[src/rtl/sbus_datapath.sv]
module sbus_datapath #(
  parameter int DW   = 16,
  parameter int OFFW = 8
) (
  input  logic          clk,
  input  logic          rst,
  input  logic          run,
  input  logic [DW-1:0] mem_rdata,
  input  logic          mem_done,
  output logic [DW-1:0] mem_addr,
  output logic          mem_rd,
  output logic [2:0]    step,
  output logic          instr_end,
  output logic [DW-1:0] bus_mon
);
  localparam logic [DW-1:0] FOUR = DW'(4);
  localparam logic [3:0] OP_ADD = 4'd1, OP_BR = 4'd2, OP_BRN = 4'd3,
                         OP_SUB = 4'd4, OP_XOR = 4'd5;

  logic [DW-1:0] pc, mar, mdr, ir, y, z, bus, alu_a, alu_y;
  logic [DW-1:0] rf [4];
  logic          neg, rd_q;

  wire [3:0] op  = ir[DW-1:DW-4];
  wire [1:0] src = ir[DW-5:DW-6];
  wire [1:0] dst = ir[DW-7:DW-8];
  wire [DW-1:0] offs = {{(DW-OFFW){ir[OFFW-1]}}, ir[OFFW-1:0]};

  wire t1 = step == 3'd1, t2 = step == 3'd2, t3 = step == 3'd3, t4 = step == 3'd4;
  wire t5 = step == 3'd5, t6 = step == 3'd6, t7 = step == 3'd7;

  wire is_alu = op == OP_ADD || op == OP_SUB || op == OP_XOR;
  wire is_br  = op == OP_BR;
  wire is_brn = op == OP_BRN;
  wire take   = is_br || (is_brn && neg);

  wire pc_out   = t1;
  wire mdr_out  = t3 || (t6 && is_alu);
  wire z_out    = t2 || (t7 && is_alu) || (t5 && take);
  wire rsrc_out = t4 && is_alu;
  wire rdst_out = t5 && is_alu;
  wire off_out  = t4 && take;
  wire mar_in   = t1 || (t4 && is_alu);
  wire pc_in    = t2 || (t5 && take);
  wire y_in     = t2 || (t5 && is_alu);
  wire ir_in    = t3;
  wire z_in     = t1 || (t6 && is_alu) || (t4 && take);
  wire rdst_in  = t7 && is_alu;
  wire wmfc     = t2 || (t5 && is_alu);
  wire sel4     = t1;
  wire n_ld     = t6 && is_alu;
  wire fin      = (t7 && is_alu) || (t5 && take) || (t4 && !is_alu && !take);

  always_comb begin
    bus = '0;
    if (pc_out)        bus = pc;
    else if (mdr_out)  bus = mdr;
    else if (z_out)    bus = z;
    else if (rsrc_out) bus = rf[src];
    else if (rdst_out) bus = rf[dst];
    else if (off_out)  bus = offs;
  end

  assign alu_a = sel4 ? FOUR : y;

  always_comb begin
    alu_y = alu_a + bus;
    if (t6 && op == OP_SUB) alu_y = alu_a - bus;
    if (t6 && op == OP_XOR) alu_y = alu_a ^ bus;
  end

  always_ff @(posedge clk) begin
    if (rst) begin
      pc <= '0; mar <= '0; mdr <= '0; ir <= '0; y <= '0; z <= '0;
      neg <= 1'b0; rd_q <= 1'b0; step <= 3'd1;
      for (int i = 0; i < 4; i++) rf[i] <= '0;
    end else begin
      rd_q <= run && mar_in;
      if (mem_done) mdr <= mem_rdata;
      if (run) begin
        if (pc_in)   pc <= bus;
        if (mar_in)  mar <= bus;
        if (ir_in)   ir <= bus;
        if (y_in)    y <= bus;
        if (z_in)    z <= alu_y;
        if (n_ld)    neg <= alu_y[DW-1];
        if (rdst_in) rf[dst] <= bus;
        if (fin)                    step <= 3'd1;
        else if (!wmfc || mem_done) step <= step + 3'd1;
      end
    end
  end

  assign mem_addr  = mar;
  assign mem_rd    = rd_q;
  assign instr_end = fin;
  assign bus_mon   = bus;


  reset_state_chk: assert property (@(posedge clk) rst |=> step == 3'd1 && !mem_rd && pc == '0);

  pc_advance_chk: assert property (@(posedge clk) disable iff (rst)
    run && t2 && mem_done |=> pc == mar + FOUR);

  wait_hold_chk: assert property (@(posedge clk) disable iff (rst)
    run && wmfc && !mem_done |=> $stable(step));

  mdr_capture_chk: assert property (@(posedge clk) disable iff (rst)
    mem_done |=> mdr == $past(mem_rdata));

  freeze_chk: assert property (@(posedge clk) disable iff (rst)
    !run |=> $stable(step) && $stable(pc) && $stable(ir) && !mem_rd);

  flag_stable_chk: assert property (@(posedge clk) disable iff (rst)
    !(run && t6 && is_alu) |=> $stable(neg));

  one_driver_chk: assert property (@(posedge clk) disable iff (rst)
    $onehot0({pc_out, mdr_out, z_out, rsrc_out, rdst_out, off_out}));

  end_restart_chk: assert property (@(posedge clk) disable iff (rst)
    run && fin |=> step == 3'd1);

  step_range_chk: assert property (@(posedge clk) disable iff (rst)
    step >= 3'd1 && step <= 3'd7);
endmodule

[config.mk]
export PLATFORM = sky130hd
export DESIGN_NAME = sbus_datapath
export DESIGN_NICKNAME = d
export VERILOG_FILES = /design/src/rtl/sbus_datapath.sv
export SDC_FILE = /design/constraint.sdc
export NUM_CORES = 1
export LEC_CHECK = 0
export ABC_AREA = 1
export ABC_CLOCK_PERIOD_IN_PS = 8100
export BUFFER_PORTS_ARGS = -buffer_cell sky130_fd_sc_hd__buf_2
export CORE_MARGIN = 2
export CORE_UTILIZATION = 55
export DETAILED_ROUTE_END_ITERATION = 7
export GPL_ROUTABILITY_DRIVEN = 0
export PLACE_DENSITY = 0.73
export SLEW_MARGIN = 10
export SYNTH_ARGS = -nofsm -noshare
export SYNTH_HDL_FRONTEND = slang
export SYNTH_SLANG_ARGS = --single-unit
[constraint.sdc]
create_clock -name clk -period 8.1 [get_ports clk]
set_clock_uncertainty 0.2 [all_clocks]
set_input_delay 0.405 -clock clk [delete_from_list [all_inputs] [get_ports clk]]
set_output_delay 0.405 -clock clk [all_outputs]
set_load 0.01 [all_outputs]
==> results of run 1 <==
per-layer routing:
metal  vias up  routed length (um)
met5         -                   0
li1       4336                   -
met2       391               12900
met4         0                 845
met3        50                2180
met1      4022               11600
final cells by class:
cell class | count | area (um^2) | share of cell area
clock buffers | 23 | 479 | 0.0449
clock inverters | 9 | 114 | 0.0107
inverters | 179 | 674 | 0.0632
multi-input cells | 893 | 4680 | 0.438
flip-flops and latches | 169 | 4020 | 0.377
well taps | 225 | 282 | 0.0264
repair buffers | 73 | 423 | 0.0396
cells by family after synthesis:
kind of cell | after synthesis
AOI/OAI and AO/OA | 300
xor gates and xnor gates | 27
adders and majority gates | 23
buffers and inverters | 249
DFF | 169
and+or+nand+nor | 543
cell usage after synthesis (all sizes together), types with 5 or more instances:
master	instances
xor2	22
nand3	75
clkinv	8
nand4	6
dfxtp	105
inv	171
clkbuf	42
xnor2	5
a21oi	123
edfxtp	64
o211ai	54
o21ai	106
nor3	18
ha	22
nor2	147
nand2	282
a31oi	8
buf	28
or2	12
worst paths after layout:
kind / start / endpoint / slack (ns) / cells past startpoint
setup reg to reg: flip-flop / neg$_SDFFE_PP0P_ / 2.62 / 26
hold reg to reg: mdr[1]$_SDFFE_PP0P_ / mdr[1]$_SDFFE_PP0P_ / 0.27 / 2
hold / removal: mem_rdata[13] / mdr[13]$_SDFFE_PP0P_ / 0.009 / 3
setup / recovery: flip-flop / neg$_SDFFE_PP0P_ / 2.62 / 26
worst max-delay path, stage by stage (launching register included):
cell and delay [ns]:
sky130_fd_sc_hd__dfxtp_1 0.86, sky130_fd_sc_hd__inv_1 0.52, sky130_fd_sc_hd__nand3_1 0.21, sky130_fd_sc_hd__nand2_1 0.11, sky130_fd_sc_hd__nand3_1 0.08, sky130_fd_sc_hd__nand3_1 0.06, sky130_fd_sc_hd__nand2_1 0.09, sky130_fd_sc_hd__nand2_1 0.10
sky130_fd_sc_hd__a21oi_4 0.45, sky130_fd_sc_hd__inv_1 0.27, sky130_fd_sc_hd__nor2_4 0.19, sky130_fd_sc_hd__nand2_1 0.06, sky130_fd_sc_hd__nand2_1 0.09, sky130_fd_sc_hd__xor2_1 0.16, sky130_fd_sc_hd__ha_1 0.28, sky130_fd_sc_hd__nand2_1 0.14
sky130_fd_sc_hd__nor2_1 0.06, sky130_fd_sc_hd__a211oi_1 0.29, sky130_fd_sc_hd__nor2_1 0.07, sky130_fd_sc_hd__or3_1 0.41, sky130_fd_sc_hd__nand2_1 0.10, sky130_fd_sc_hd__o21bai_1 0.08, sky130_fd_sc_hd__nand3_1 0.11, sky130_fd_sc_hd__nand3_1 0.09
sky130_fd_sc_hd__nand2_1 0.08, sky130_fd_sc_hd__nand2_1 0.06, sky130_fd_sc_hd__a21oi_1 0.16
registers in the layout, summed over array words and instances, names as in the netlist, named ones only:
name      flops
rf           64
ir           16
mdr          16
mem_addr     16
pc           16
y            16
z            16
step          3
mem_rd        1
neg           1
power by group:
| part | total, mW | switching (mW) | leakage [nW] | internal, mW |
|---|---|---|---|---|
| combinational | 0.641 | 0.436 | 3.23 | 0.205 |
| clock | 0.822 | 0.339 | 0.295 | 0.483 |
| sequential | 0.962 | 0.0297 | 1.52 | 0.932 |
| total | 2.43 | 0.805 | 5.05 | 1.62 |
==> impl_metrics.json, run 1 <==
{
  "status": "complete, no violations",
  "synth_xor_xnor_area_share": 0.0244,
  "leakage_power_summed_over_all_cells_nw": 5.05,
  "row_count": 48,
  "final_setup_vio_count": 0,
  "postSynth.asyncResetShare": 0,
  "area_delta_synth_final_pct": 10.2,
  "hp-class": "primary input to flip-flop",
  "core-area_mm2": 0.0172,
  "cp.required_ns": 8.24,
  "cts_hold_repair.buffers": 6,
  "grtUsageMet3": 0.0444,
  "synth.cell_area_mm2": 0.00969,
  "synth_top_family_by_area": "simple AND/OR/NAND/NOR gates",
  "synth_cell_type_count": 49,
  "synthMuxAreaShare": 0,
  "via_per_inst": 5.60,
  "yosys.area.top_type": "sky130_fd_sc_hd__dfxtp_1",
  "yosysSeqAreaShare": 0.415,
  "tritoncts": "yes",
  "drt-wirelength-per-cell_um": 17.5,
  "finish.utilization": 0.619,
  "antennaDiodeCount": 0,
  "finalHoldViolations": 0,
  "instance_area_at_placement_mm2": 0.0100,
  "grt.overflow.total": 0,
  "postLayoutCellArea_mm2": 0.0107,
  "rsz0062_at_grt": "false",
  "synth_top_flop_cell": "sky130_fd_sc_hd__dfxtp_1",
  "quantity_of_i_o_buffers_inserted_on_ports": 56,
  "post-layout-total-power_mw": 2.43,
  "clock.fmax_mhz": 182,
  "clk_pin_slew_worst_paths_ns": 0.07,
  "fraction_of_the_mapped_netlist_area_in_compound_gates": 0.177,
  "synth.net_count": 1354,
  "synthesis.instances": 1311,
  "fin_ws_ns": 2.62,
  "grt_antenna_before_repair": 0,
  "die_height_um": 137,
  "grt.met2_usage": 0.494,
  "clock_tree_root": "sky130_fd_sc_hd__clkbuf_16",
  "final_nets": 1376,
  "detail_placement_hpwl_um": 18600,
  "cts.path.max_buffers": 2,
  "max_cap_violations": 0,
  "post_cts_resize_count": 0,
  "grt.busiest_layer": "met2",
  "synth-edff-count": 64,
  "drt_first_iter_violations": 1062,
  "globalRouteMet1Util": 0.409,
  "cts-buffers-inserted": 17,
  "total_number_of_vias": 8799,
  "min_period_ns": 5.48,
  "detail-route-antenna-nets": 0,
  "most-common-layout-cells": "261 x sky130_fd_sc_hd__nand2_1, 161 x sky130_fd_sc_hd__inv_1, 137 x sky130_fd_sc_hd__nor2_1",
  "final_layout_size_suffix_gt1_frac": 0.126,
  "post-cts-setup-buffers": 0,
  "synth.yosys.warnings": 0,
  "worstSetupStartpointType": "flip-flop",
  "finalSetupTns_ns": 0,
  "first_global_vias": 8078,
  "chipWidth_um": 137,
  "grt_pass1_wl_um": 43200,
  "finalCritPeriodShare": 0.677,
  "post_route_drc": 0,
  "holdWs_ns": 0.00900,
  "instances_no_fill": 1571,
  "die-area_mm2": 0.0187,
  "postSynthAreaPerCell_um2": 7.39,
  "mostFrequentLayoutCell": "sky130_fd_sc_hd__nand2_1",
  "drt_wl_total_um": 27500,
  "criticalPathCategory": "flip-flop to flip-flop",
  "synthAdderAreaFrac": 0.0305,
  "clk-insertion-delay-late_ns": 0.43,
  "htree_levels": 4,
  "track_usage": 0.306,
  "n_fill_cell": 1567,
  "synth.ff_latch_count": 169,
  "pre_cts_ws_ns": 2.77,
  "tritoncts_num_sinks": 169,
  "worst_setup_path_end_kind": "flip-flop",
  "power_density_normalized_to_cell_area_mw_per_mm2": 227,
  "pin_count": 57,
  "synth_area_leaders": "sky130_fd_sc_hd__dfxtp_1 22%, sky130_fd_sc_hd__edfxtp_1 20%, sky130_fd_sc_hd__nand2_1 10%",
  "synth_simple_gate_area_frac": 0.250,
  "ir_drop_mv": 0.153,
  "worst_pin_slew_ns": 1.19,
  "cp_data_arrival_time_ns": 5.63,
  "slew_headroom": 0.206,
  "drtPass1Iterations": 5,
  "finalMaxSlewViolations": 0,
  "timing.critical_path.fanout_max": 19,
  "largest_net_degree_at_the_start_of_global_routing": 50,
  "initial_core_util": 0.562,
  "synthDominantCellAreaShare": 0.217,
  "dpl.cell_count": 1533
}
Note: power is estimated with default switching activity, not from simulation.
==> run 2, diff against run 1 <==
--- a/config.mk
+++ b/config.mk
@@ -6,7 +6,7 @@
 export NUM_CORES = 1
 export LEC_CHECK = 0
 export ABC_AREA = 1
-export ABC_CLOCK_PERIOD_IN_PS = 8100
+export ABC_CLOCK_PERIOD_IN_PS = 5450
 export BUFFER_PORTS_ARGS = -buffer_cell sky130_fd_sc_hd__buf_2
 export CORE_MARGIN = 2
 export CORE_UTILIZATION = 55
==> constraint.sdc (replaced) <==
create_clock -name clk -period 5.45 [get_ports clk]
set_clock_uncertainty 0.2 [all_clocks]
set_input_delay 0.2725 -clock clk [delete_from_list [all_inputs] [get_ports clk]]
set_output_delay 0.2725 -clock clk [all_outputs]
set_load 0.01 [all_outputs]
==> run 2 against run 1 <==
  * Largest power group unchanged
  * Non-clock buffer count rose by 24
  * Fmax rose by 7.4%
  * Critical path depth rose by 2
  * Utilization grew 0.99 points
==> impl_metrics.json, run 2 (synthesis results as in run 1) <==
{
  "detail-route-antenna-nets": 0,
  "rrSetupSlack_ns": 0.35,
  "grt.busiest_layer": "met2",
  "drt-wirelength-per-cell_um": 17.9,
  "largest_net_degree_at_the_start_of_global_routing": 84,
  "mostFrequentLayoutCell": "sky130_fd_sc_hd__nand2_1",
  "timing.critical_path.fanout_max": 12,
  "finalMaxSlewViolations": 0,
  "tritoncts": "yes",
  "clock.fmax_mhz": 196,
  "slew_headroom": 0.402,
  "finalHoldViolations": 0,
  "clk-insertion-delay-late_ns": 0.44,
  "pin_count": 57,
  "cp_data_arrival_time_ns": 5.27,
  "die_height_um": 137,
  "cts.path.max_buffers": 2,
  "cts-buffers-inserted": 17,
  "pre_cts_ws_ns": 0.526,
  "quantity_of_i_o_buffers_inserted_on_ports": 56,
  "critPathCapture": "neg$_SDFFE_PP0P_",
  "initial_core_util": 0.562,
  "max_cap_violations": 0,
  "chipWidth_um": 137,
  "cp.required_ns": 5.61,
  "final_setup_vio_count": 0,
  "detail_placement_hpwl_um": 19400,
  "globalRouteMet1Util": 0.430,
  "tritoncts_num_sinks": 169,
  "area_delta_synth_final_pct": 11.9,
  "track_usage": 0.314,
  "register_bank_with_the_most_flops": "rf",
  "power_density_normalized_to_cell_area_mw_per_mm2": 330,
  "core-area_mm2": 0.0172,
  "worstSetupStartpointType": "flip-flop",
  "post-cts-setup-buffers": 0,
  "htree_levels": 4,
  "criticalPathCategory": "flip-flop to flip-flop",
  "final_nets": 1400,
  "grt_antenna_before_repair": 0,
  "drt_wl_total_um": 28600,
  "grt.met2_usage": 0.495,
  "drt_first_iter_violations": 1233,
  "instance_area_at_placement_mm2": 0.0101,
  "postLayoutCellArea_mm2": 0.0108,
  "first_global_vias": 8228,
  "antennaDiodeCount": 0,
  "fin_ws_ns": 0.346,
  "grt.overflow.total": 0,
  "status": "complete, no violations",
  "clock_tree_root": "sky130_fd_sc_hd__clkbuf_16",
  "ir_drop_mv": 0.233,
  "worst_setup_path_end_kind": "flip-flop",
  "final_layout_size_suffix_gt1_frac": 0.134,
  "critPathMostFrequentCell": "sky130_fd_sc_hd__nand2_1",
  "finalSetupTns_ns": 0,
  "die-area_mm2": 0.0187,
  "worst_pin_slew_ns": 0.895,
  "rsz0062_at_grt": "false",
  "slowest_stage": "sky130_fd_sc_hd__dfxtp_1",
  "timing.reg2reg.worst_path_depth": 28,
  "clk_pin_slew_worst_paths_ns": 0.07,
  "n_fill_cell": 1494,
  "hp-class": "primary input to flip-flop",
  "via_per_inst": 5.69,
  "min_period_ns": 5.10,
  "most-common-layout-cells": "261 x sky130_fd_sc_hd__nand2_1, 161 x sky130_fd_sc_hd__inv_1, 137 x sky130_fd_sc_hd__nor2_1",
  "grtUsageMet3": 0.0537,
  "row_count": 48,
  "post-layout-total-power_mw": 3.58,
  "number_of_flip_flops_in_the_largest_register": 64,
  "total_number_of_vias": 9079,
  "post_route_drc": 0,
  "finalCritPeriodShare": 0.937,
  "cpPeakStageDelay_ns": 0.48,
  "leakage_power_summed_over_all_cells_nw": 5.12,
  "finish.utilization": 0.629,
  "crit-reg2reg-capture": "neg$_SDFFE_PP0P_",
  "drtPass1Iterations": 6,
  "grt_pass1_wl_um": 44400
}
[run 2: cell types whose count changed in the layout (fill, tap and decap cells not counted), moves of 3 or more]
cell / change
sky130_fd_sc_hd__clkinvlp_4: +3
sky130_fd_sc_hd__clkbuf_8: -3
sky130_fd_sc_hd__buf_4: +14
sky130_fd_sc_hd__dlygate4sd3_1: +10
[run 2: critical path: cells and delay by family, from the launching register on]
kind	cells	cell delay [ns]
xor gates and xnor gates	1	0.14
buffers and inverters	4	0.73
adders and majority gates	1	0.36
and+or+nand+nor	19	2.39
DFF	1	0.48
AOI/OAI and AO/OA	3	0.71
[run 2: worst min-delay path by stage]
stage | start | to | slack [ns] | cells past startpoint
2_1_floorplan | mem_rdata[9] | mdr[9]$_SDFFE_PP0P_ | 0.21 | 2
3_3_place_gp | mdr[3]$_SDFFE_PP0P_ | mdr[3]$_SDFFE_PP0P_ | 0.27 | 2
3_5_place_dp | mem_addr[0]$_SDFFE_PP0P_ | mem_addr[0]$_SDFFE_PP0P_ | 0.28 | 2
4_1_cts | mem_done | mdr[9]$_SDFFE_PP0P_ | 0.05 | 3
5_1_grt | mem_done | mdr[3]$_SDFFE_PP0P_ | 0.09 | 3
6_report | mem_done | mdr[9]$_SDFFE_PP0P_ | 0.06 | 3
[run 2: per-layer routing]
layer	wire length, um	share of wire
met5	0	0
met4	1030	0.036
met3	2640	0.092
met2	13000	0.45
met1	12000	0.42
[run 2: repair_timing]
action / 4_1_cts / 5_1_grt
endpoints found under the hold margin: 16 / 0
resized for setup: 0 / 1
setup endpoints to repair: 0 / 3
hold buffers: 16 / 0
[run 2: power by group]
group / total (mW) / internal (mW) / switching (mW)
clock network: 1.16 / 0.634 / 0.527
registers: 1.43 / 1.39 / 0.0492
logic: 0.988 / 0.323 / 0.666
total: 3.58 / 2.34 / 1.24
[run 2: final cells by class]
cell class,count,area [um^2],share of cell area
multi-input cells,893,4680,0.432
flip-flops and latches,169,4020,0.371
inverters,179,674,0.0622
repair buffers,97,628,0.0579
clock buffers,19,433,0.0399
well taps,225,282,0.0260
clock inverters,13,121,0.0112
[run 2: stage by stage]
| stage | instances | hold slack (ns) |
|---|---|---|
| after floorplan | 1311 | 0.207 |
| after global placement | 1547 | 0.272 |
| after detailed placement | 1547 | 0.278 |
| after CTS | 1595 | 0.0499 |
| after global routing | 1595 | 0.0934 |
| final | 1595 | 0.0590 |
